==> src/rtl/cke_pm_pkg.sv <==
package cke_pm_pkg;

   localparam int MODE_W = 2;
   localparam int ACT_W  = 3;

   typedef enum logic [MODE_W-1:0] {
      PM_NORMAL   = 2'd0,
      PM_ACT_PD   = 2'd1,
      PM_PRE_PD   = 2'd2,
      PM_SELF_REF = 2'd3
   } pm_mode_e;

   typedef enum logic [1:0] {
      CMD_DESEL   = 2'd0,
      CMD_NOP     = 2'd1,
      CMD_REFRESH = 2'd2,
      CMD_OTHER   = 2'd3
   } cmd_e;

   // device activity codes
   localparam logic [ACT_W-1:0] ACT_IDLE    = 3'd0;
   localparam logic [ACT_W-1:0] ACT_BANK    = 3'd1;
   localparam logic [ACT_W-1:0] ACT_READ    = 3'd2;
   localparam logic [ACT_W-1:0] ACT_WRITE   = 3'd3;
   localparam logic [ACT_W-1:0] ACT_PRECHG  = 3'd4;
   localparam logic [ACT_W-1:0] ACT_REFRESH = 3'd5;

endpackage

==> src/rtl/cke_cmd_decode.sv <==
module cke_cmd_decode
   import cke_pm_pkg::*;
(
   input  logic cs_n,
   input  logic ras_n,
   input  logic cas_n,
   input  logic we_n,
   output cmd_e cmd
);

   always_comb begin
      if (cs_n) begin
         cmd = CMD_DESEL;
      end else begin
         case ({ras_n, cas_n, we_n})
            3'b111:  cmd = CMD_NOP;
            3'b001:  cmd = CMD_REFRESH;
            default: cmd = CMD_OTHER;
         endcase
      end
   end

endmodule

==> src/rtl/cke_hold_monitor.sv <==
module cke_hold_monitor #(
   parameter int TCKE_MIN = 3
) (
   input  logic clk,
   input  logic rst_n,
   input  logic cke,
   input  logic cke_prev,
   output logic hold_viol
);

   localparam int CNT_W = $clog2(TCKE_MIN + 1);

   logic changed;
   assign changed = cke ^ cke_prev;

   generate
      if (TCKE_MIN < 1) begin : g_bad_param
         $error("cke_hold_monitor: TCKE_MIN must be at least 1");
      end

      if (TCKE_MIN <= 1) begin : g_no_hold
         // every level is held for one edge by definition
         assign hold_viol = 1'b0;
      end else begin : g_hold_cnt
         localparam logic [CNT_W-1:0] CNT_FULL = CNT_W'(TCKE_MIN);
         logic [CNT_W-1:0] held_cnt;

         assign hold_viol = changed && (held_cnt < CNT_FULL);

         always_ff @(posedge clk) begin
            if (!rst_n) begin
               held_cnt <= CNT_FULL;
            end else if (changed) begin
               held_cnt <= CNT_W'(1);
            end else if (held_cnt != CNT_FULL) begin
               held_cnt <= held_cnt + CNT_W'(1);
            end
         end
      end
   endgenerate

endmodule

==> src/rtl/cke_mode_fsm.sv <==
module cke_mode_fsm
   import cke_pm_pkg::*;
(
   input  logic             cke,
   input  logic             cke_prev,
   input  cmd_e             cmd,
   input  logic [ACT_W-1:0] dev_state,
   input  pm_mode_e         mode,
   output pm_mode_e         mode_nxt,
   output logic             illegal
);

   logic quiet;
   logic low_power;

   assign quiet     = (cmd == CMD_DESEL) || (cmd == CMD_NOP);
   assign low_power = (mode != PM_NORMAL);

   always_comb begin
      mode_nxt = mode;
      illegal  = 1'b0;
      case ({cke_prev, cke})
         2'b11: begin
            if (low_power) illegal = 1'b1;
         end
         2'b10: begin
            if (low_power) begin
               illegal = 1'b1;
            end else if (quiet) begin
               case (dev_state)
                  ACT_BANK, ACT_READ, ACT_WRITE:      mode_nxt = PM_ACT_PD;
                  ACT_IDLE, ACT_PRECHG, ACT_REFRESH:  mode_nxt = PM_PRE_PD;
                  default:                            illegal  = 1'b1;
               endcase
            end else if (cmd == CMD_REFRESH && dev_state == ACT_IDLE) begin
               mode_nxt = PM_SELF_REF;
            end else begin
               illegal = 1'b1;
            end
         end
         2'b00: begin
            if (!low_power) illegal = 1'b1;
         end
         default: begin
            if (low_power && quiet) mode_nxt = PM_NORMAL;
            else                    illegal  = 1'b1;
         end
      endcase
   end

endmodule

==> src/rtl/cke_power_tracker.sv <==
module cke_power_tracker
   import cke_pm_pkg::*;
#(
   parameter int TCKE_MIN = 3
) (
   input  logic             clk,
   input  logic             rst_n,
   input  logic             cke,
   input  logic             cs_n,
   input  logic             ras_n,
   input  logic             cas_n,
   input  logic             we_n,
   input  logic [ACT_W-1:0] dev_state,
   output logic [MODE_W-1:0] pwr_mode,
   output logic             enter_pulse,
   output logic             exit_pulse,
   output logic             err_flag
);

   cmd_e     cmd;
   pm_mode_e mode_q;
   pm_mode_e mode_nxt;
   logic     cke_q;
   logic     illegal;
   logic     hold_viol;
   logic     enter_q, exit_q, err_q;

   cke_cmd_decode u_dec (
      .cs_n  (cs_n),
      .ras_n (ras_n),
      .cas_n (cas_n),
      .we_n  (we_n),
      .cmd   (cmd)
   );

   cke_mode_fsm u_fsm (
      .cke       (cke),
      .cke_prev  (cke_q),
      .cmd       (cmd),
      .dev_state (dev_state),
      .mode      (mode_q),
      .mode_nxt  (mode_nxt),
      .illegal   (illegal)
   );

   cke_hold_monitor #(.TCKE_MIN(TCKE_MIN)) u_hold (
      .clk       (clk),
      .rst_n     (rst_n),
      .cke       (cke),
      .cke_prev  (cke_q),
      .hold_viol (hold_viol)
   );

   always_ff @(posedge clk) begin
      if (!rst_n) begin
         cke_q   <= 1'b1;
         mode_q  <= PM_NORMAL;
         enter_q <= 1'b0;
         exit_q  <= 1'b0;
         err_q   <= 1'b0;
      end else begin
         cke_q   <= cke;
         mode_q  <= mode_nxt;
         enter_q <= (mode_q == PM_NORMAL) && (mode_nxt != PM_NORMAL);
         exit_q  <= (mode_q != PM_NORMAL) && (mode_nxt == PM_NORMAL);
         err_q   <= err_q | illegal | hold_viol;
      end
   end

   assign pwr_mode    = mode_q;
   assign enter_pulse = enter_q;
   assign exit_pulse  = exit_q;
   assign err_flag    = err_q;

endmodule

==> config.mk <==
export PLATFORM = sky130hd
export DESIGN_NAME = cke_power_tracker
export DESIGN_NICKNAME = d
export VERILOG_FILES = /design/src/rtl/cke_pm_pkg.sv /design/src/rtl/cke_cmd_decode.sv /design/src/rtl/cke_hold_monitor.sv /design/src/rtl/cke_mode_fsm.sv /design/src/rtl/cke_power_tracker.sv
export SDC_FILE = /design/constraint.sdc
export NUM_CORES = 1
export LEC_CHECK = 0
export ABC_AREA = 1
export BUFFER_PORTS_ARGS = -buffer_cell sky130_fd_sc_hd__clkbuf_2
export CORE_AREA = 2 2 39 41
export CTS_BUF_LIST = sky130_fd_sc_hd__clkbuf_16
export DETAILED_ROUTE_END_ITERATION = 8
export DIE_AREA = 0 0 41 43
export PLACE_DENSITY_LB_ADDON = 0.05
export SLEW_MARGIN = 10
export SYNTH_ARGS = -nofsm -noshare
export SYNTH_HDL_FRONTEND = slang
export SYNTH_SLANG_ARGS = --single-unit
==> constraint.sdc <==
create_clock -name clk -period 1.9 [get_ports clk]
set_input_delay 0.19 -clock clk [delete_from_list [all_inputs] [get_ports clk]]
set_output_delay 0.19 -clock clk [all_outputs]
set_load 0.01 [all_outputs]
==> flow_summary.toml, run 1 <==
[global_route]
grtUsageTotal_pct = 16.4
first_global_vias = 500
grt-ovfl-total = 0
antenna_found_initial = 0
grt_max_degree = 8
grt_pass1_wl_mm = 1.94

[synth]
netlist.top_cell.by_area = "dfxtp_1"
syn_inst = 87
yosysWarnings = 0
synth.mux.area_fraction_pct = 0
synth_top_family_by_area = "simple AND/OR/NAND/NOR gates"
syn_nets = 102
synthSimpleGateAreaFrac_pct = 37.3
ys_seq_elements = 8
synth_cell_types = 12
synth-xor-area-share_pct = 1.64
syn-cell-area_um2 = 533
synth_top_area_share_pct = 30.0
synth.area.top_cells = "dfxtp_1 (30%), nand2_1 (19%), inv_1 (12%)"
synth_compound_area_share_pct = 7.28
ys_seq_area_share_pct = 30.0
avgSynthCellArea_um2 = 6.13
synth_adder_area_share_pct = 11.7

[power]
swShare_pct = 23.6
internal_power_mw = 0.497
power.total_mw = 0.651
p_comb_share_pct = 15.8
cellLeakagePower_nw = 0.411
switchingPower_mw = 0.154
seqPwrFrac_pct = 29.4
power_density_nw_per_um2 = 933
peakVddDrop_mv = 0.526
clkPwrFrac_pct = 54.8

[detailed_routing]
drt_iter0_markers = 11
post_drt_wl_per_cell_um = 8.54
dr_wl_met2_um = 458
vias = 512
detail-route-antenna-nets = 0
routed_wl_mm = 1.03
wl_met3_um = 56
avgViaCountPerCell = 4.27
m1WireLength_um = 497
drt-pass1-iter-count = 4
drc = 0
maxUsedRoutingLayer = "met4"

[timing]
setup_slack_ns = 0.495
hold_violations = 0
fin_crit_ns = 1.40
finalCritPeriodShare_pct = 73.9
fin_setup_tns_ns = 0
max_freq_mhz = 712
clock_skew_ns = 0.00126
tightest_slew_ns = 0.294
finalSetupViolCount = 0
rsz0062_at_grt = "no"
final-max-slew-violation-count = 0
slew_headroom_pct = 80.2

[cells_and_area]
area_growth_pct = 31.0
drive_gt1_share_pct = 19.2
diodes = 0
postLayoutCellArea_um2 = 698
fin_nets = 121
postLayoutCoreUtil_pct = 50.5

[die]
floorplan.initialDensity_pct = 38.5
rows = 14
core_um2 = 1380
pin_count = 15
dieArea_um2 = 1760
dieWidth_um = 41
die_h_um = 43

[critical_path]
worstPathMaxFanout = 5
cp-start-kind = "flop"
rr_worst_depth = 8
cp.arrival_ns = 1.58
crit_type = "reg2reg"
cp_data_required_time_ns = 2.07
crit_path_end_kind = "flop"

[clock_tree]
cts_root_buf = "clkbuf_16"
cts-buffers-inserted = 3
htree_levels = 1
clk_latency_ns = 0.23
clk_pin_slew_ns = 0.04
post_cts_resized = 0
postCtsSetupBuffers = 0
clockBufferDepth = 2
clock_sinks = 8
ctsHoldBuffers = 0
tritoncts = "built"

[placed_design]
dp_hpwl_um = 841
gp_congestion = 0.755
io_buffers = 14
dpl_worst_slack_ns = 0.491
place_area_um2 = 623

[flow_run]
cap_violations = 0

[status]
outcome = "finished, final reports clean"

[min_path]
hold_depth = 2
hp-class = "in2reg"
-- kinds of logic after synthesis --
family	Yosys count
adders and majority gates	5
and+or+nand+nor	49
DFF	8
xor gates and xnor gates	1
AOI/OAI and AO/OA	7
buffers and inverters	17
-- metrics by stage --
step | std cells | hold slack (ns)
after global placement | 117 | 0.432
after global routing | 120 | 0.223
after CTS | 120 | 0.199
after detailed placement | 117 | 0.441
final | 120 | 0.193
after floorplan | 87 | 0.259
-- final cells by class --
cell class | count | area (µm²)
Tap cell | 16 | 20.0
Sequential cell | 8 | 160
Timing Repair Buffer | 14 | 70.1
Inverter | 17 | 63.8
Clock buffer | 3 | 75.1
Multi-Input combinational cell | 62 | 309
Fill cell | 150 | 686
-- power groups by stage --
stage | sequential [mW] | combinational, mW | clock [mW]
global route | 0.193 | 0.122 | 0.369
floorplan | 0.196 | 0.0688 | 0
CTS | 0.191 | 0.105 | 0.365
finish | 0.191 | 0.103 | 0.357
detailed placement | 0.194 | 0.104 | 0
global placement | 0.194 | 0.103 | 0
-- state kept, by name, indices dropped and copies added, names as in the netlist --
signal                      flops
pwr_mode                        2
u_hold.g_hold_cnt.held_cnt      2
cke_q                           1
enter_pulse                     1
err_flag                        1
exit_pulse                      1
-- cell usage after synthesis --
cell / count
nand2_1: 27
inv_1: 17
nor2_1: 12
dfxtp_1: 8
nand3_1: 6
ha_1: 5
a21oi_1: 4
nand2_2: 2
nor3_1: 2
o21ai_0: 2
a21oi_2: 1
xor2_1: 1
-- layer usage --
layer | track usage (%) | vias to the layer above
li1 | - | 295
met1 | 19.8 | 204
met2 | 24.4 | 10
met3 | 7.85 | 3
met4 | 6.00 | 0
met5 | 0 | -
-- path summary, 6_finish.rpt --
path | startpoint | end | slack, ns
min reg2reg | u_hold.g_hold_cnt.held_cnt[1] | u_hold.g_hold_cnt.held_cnt[1] | 0.50
max reg2reg | cke_q | exit_pulse | 0.50
max | cke_q | exit_pulse | 0.50
min | rst_n | cke_q | 0.19
-- cell usage in the layout (no fill, tap or decap) --
| cell type | n |
|---|---|
| nand2_1 | 27 |
| o21ai_0 | 2 |
| xor2_1 | 1 |
| a21oi_1 | 4 |
| nand3_1 | 6 |
| clkbuf_16 | 3 |
| inv_1 | 17 |
| nor2_1 | 12 |
| nand2_2 | 2 |
| a21oi_2 | 1 |
| ha_1 | 5 |
| nor3_1 | 2 |
| clkbuf_2 | 14 |
| dfxtp_1 | 8 |
-- critical path, stage by stage, from the launching register on --
cell     delay [ns]
dfxtp_1        0.34
inv_1          0.06
ha_1           0.29
inv_1          0.08
o21ai_0        0.19
nand2_2        0.09
a21oi_2        0.15
nand2_1        0.06
nor2_1         0.08
Power figures use the tool's default switching activity.
==> run 2: changes to the inputs <==
==> constraint.sdc (replaced) <==
create_clock -name clk -period 1.16 [get_ports clk]
set_input_delay 0.116 -clock clk [delete_from_list [all_inputs] [get_ports clk]]
set_output_delay 0.116 -clock clk [all_outputs]
set_load 0.01 [all_outputs]
==> flow_summary.toml, run 2 (same netlist as run 1, synthesis figures left out) <==
[status]
outcome = "finished with violations"
violations = "setup timing"

[critical_path]
crit_type = "reg2reg"
crit_chain = "inv_2 -> ha_4 -> inv_2 -> o21ai_2 -> nand2_2 -> a21oi_2 -> nand2_1 -> nor2_1"
cp.arrival_ns = 1.42
crit_path_top_delay_cell = "dfxtp_2"
crit_top_cell = "inv_2"
cp_data_required_time_ns = 1.33
cp-start-kind = "flop"
max_stage_delay_ns = 0.34
crit_path_end_kind = "flop"
worstPathMaxFanout = 3

[cells_and_area]
multi_input_area_um2 = 348
final.fill_count = 134
final_common_cell = "nand2_1"
diodes = 0
regArea_um2 = 161
drive_gt1_share_pct = 33.9
fin_nets = 126
area_growth_pct = 45.5
instances_no_fill = 125
final_cell_mix = "nand2_1 (27), inv_1 (14), clkbuf_2 (14)"

[clock_tree]
tritoncts = "built"
clk_latency_ns = 0.23
htree_levels = 1
clk_pin_slew_ns = 0.04
ctsHoldBuffers = 0
clock_sinks = 8
cts_root_buf = "clkbuf_16"
postCtsSetupBuffers = 0
cts-buffers-inserted = 3
clockBufferDepth = 2

[detailed_routing]
routed_wl_mm = 1.15
detail-route-antenna-nets = 0
avgViaCountPerCell = 4.47
vias = 559
drc = 0
drt-pass1-iter-count = 4
drt_iter0_markers = 13
post_drt_wl_per_cell_um = 9.17

[timing]
finalCritPeriodShare_pct = 108
clock_skew_ns = 0.00350
max_freq_mhz = 801
fin_setup_tns_ns = -0.203
hold_violations = 0
setup_slack_ns = -0.0880
final-max-slew-violation-count = 0
slew_headroom_pct = 85.5
rsz0062_at_grt = "yes"
tightest_slew_ns = 0.217
fin_crit_ns = 1.25
finalSetupViolCount = 4

[flow_run]
cap_violations = 0

[power]
power.total_mw = 1.10
cellLeakagePower_nw = 0.433
power_density_nw_per_um2 = 1420
peakVddDrop_mv = 1.30

[min_path]
hp-class = "in2reg"

[die]
dieWidth_um = 41
dieArea_um2 = 1760
rows = 14
floorplan.initialDensity_pct = 38.5
core_um2 = 1380
die_h_um = 43
pin_count = 15

[global_route]
grt_max_degree = 7
antenna_found_initial = 0
first_global_vias = 494
grtUsageTotal_pct = 15.5
grt_pass1_wl_mm = 1.81
grt-ovfl-total = 0

[placed_design]
io_buffers = 14
gp_congestion = 0.763
dp_hpwl_um = 899
place_inst = 122
==> run 2: metal layers <==
metal	vias to the layer above	GRT usage, %	wire, µm
li1	307	-	-
met1	235	16.9	487
met2	15	24.4	582
met3	2	7.85	65
met4	0	6.00	10
met5	-	0	0
==> run 2: timing repair <==
action | CTS | global route
setup endpoints to repair | 5 | 5
pin swaps | 2 | 6
gates resized for setup | 2 | 3
==> run 2: worst paths after layout <==
kind	startpoint	cells past startpoint	to	slack, ns
worst min register to register	u_hold.g_hold_cnt.held_cnt[0]	2	u_hold.g_hold_cnt.held_cnt[0]	0.50
worst max register to register	cke_q	8	exit_pulse	-0.09
worst min-delay path	rst_n	2	cke_q	0.12
worst max-delay path	cke_q	8	exit_pulse	-0.09
==> run 2: final cells by class <==
cell class / count / area share, %
multi-input cells: 62 / 44.8
flip-flops and latches: 8 / 20.8
repair buffers: 19 / 13.9
clock buffers: 3 / 9.68
inverters: 17 / 8.23
well taps: 16 / 2.58
==> run 2: worst max-delay path: cells and delay by family, from the launching register on <==
| family | cells | cell delay [ns] |
|---|---|---|
| AOI/OAI and AO/OA | 2 | 0.26 |
| buffers and inverters | 2 | 0.09 |
| and+or+nand+nor | 3 | 0.23 |
| adders and majority gates | 1 | 0.26 |
| DFF | 1 | 0.34 |
==> run 2: per-stage QoR <==
step                setup WS, ns  util (%)  instance area [µm²]  hold WS (ns)
CTS                      -0.0955      55.4                  767         0.128
global route              -0.168      56.1                  776         0.133
finish                   -0.0880      56.1                  776         0.120
detailed placement       -0.0855      49.6                  687         0.366
floorplan                -0.0236         -                  559         0.186
global placement          -0.101      49.6                  687         0.362
==> run 2: power breakdown <==
part | switching [mW] | internal, mW | leakage [nW] | total, mW
Sequential | 0.0155 | 0.300 | 0.0657 | 0.316
Combinational | 0.110 | 0.0890 | 0.330 | 0.199
Clock | 0.140 | 0.445 | 0.0370 | 0.585
Total | 0.266 | 0.834 | 0.433 | 1.10
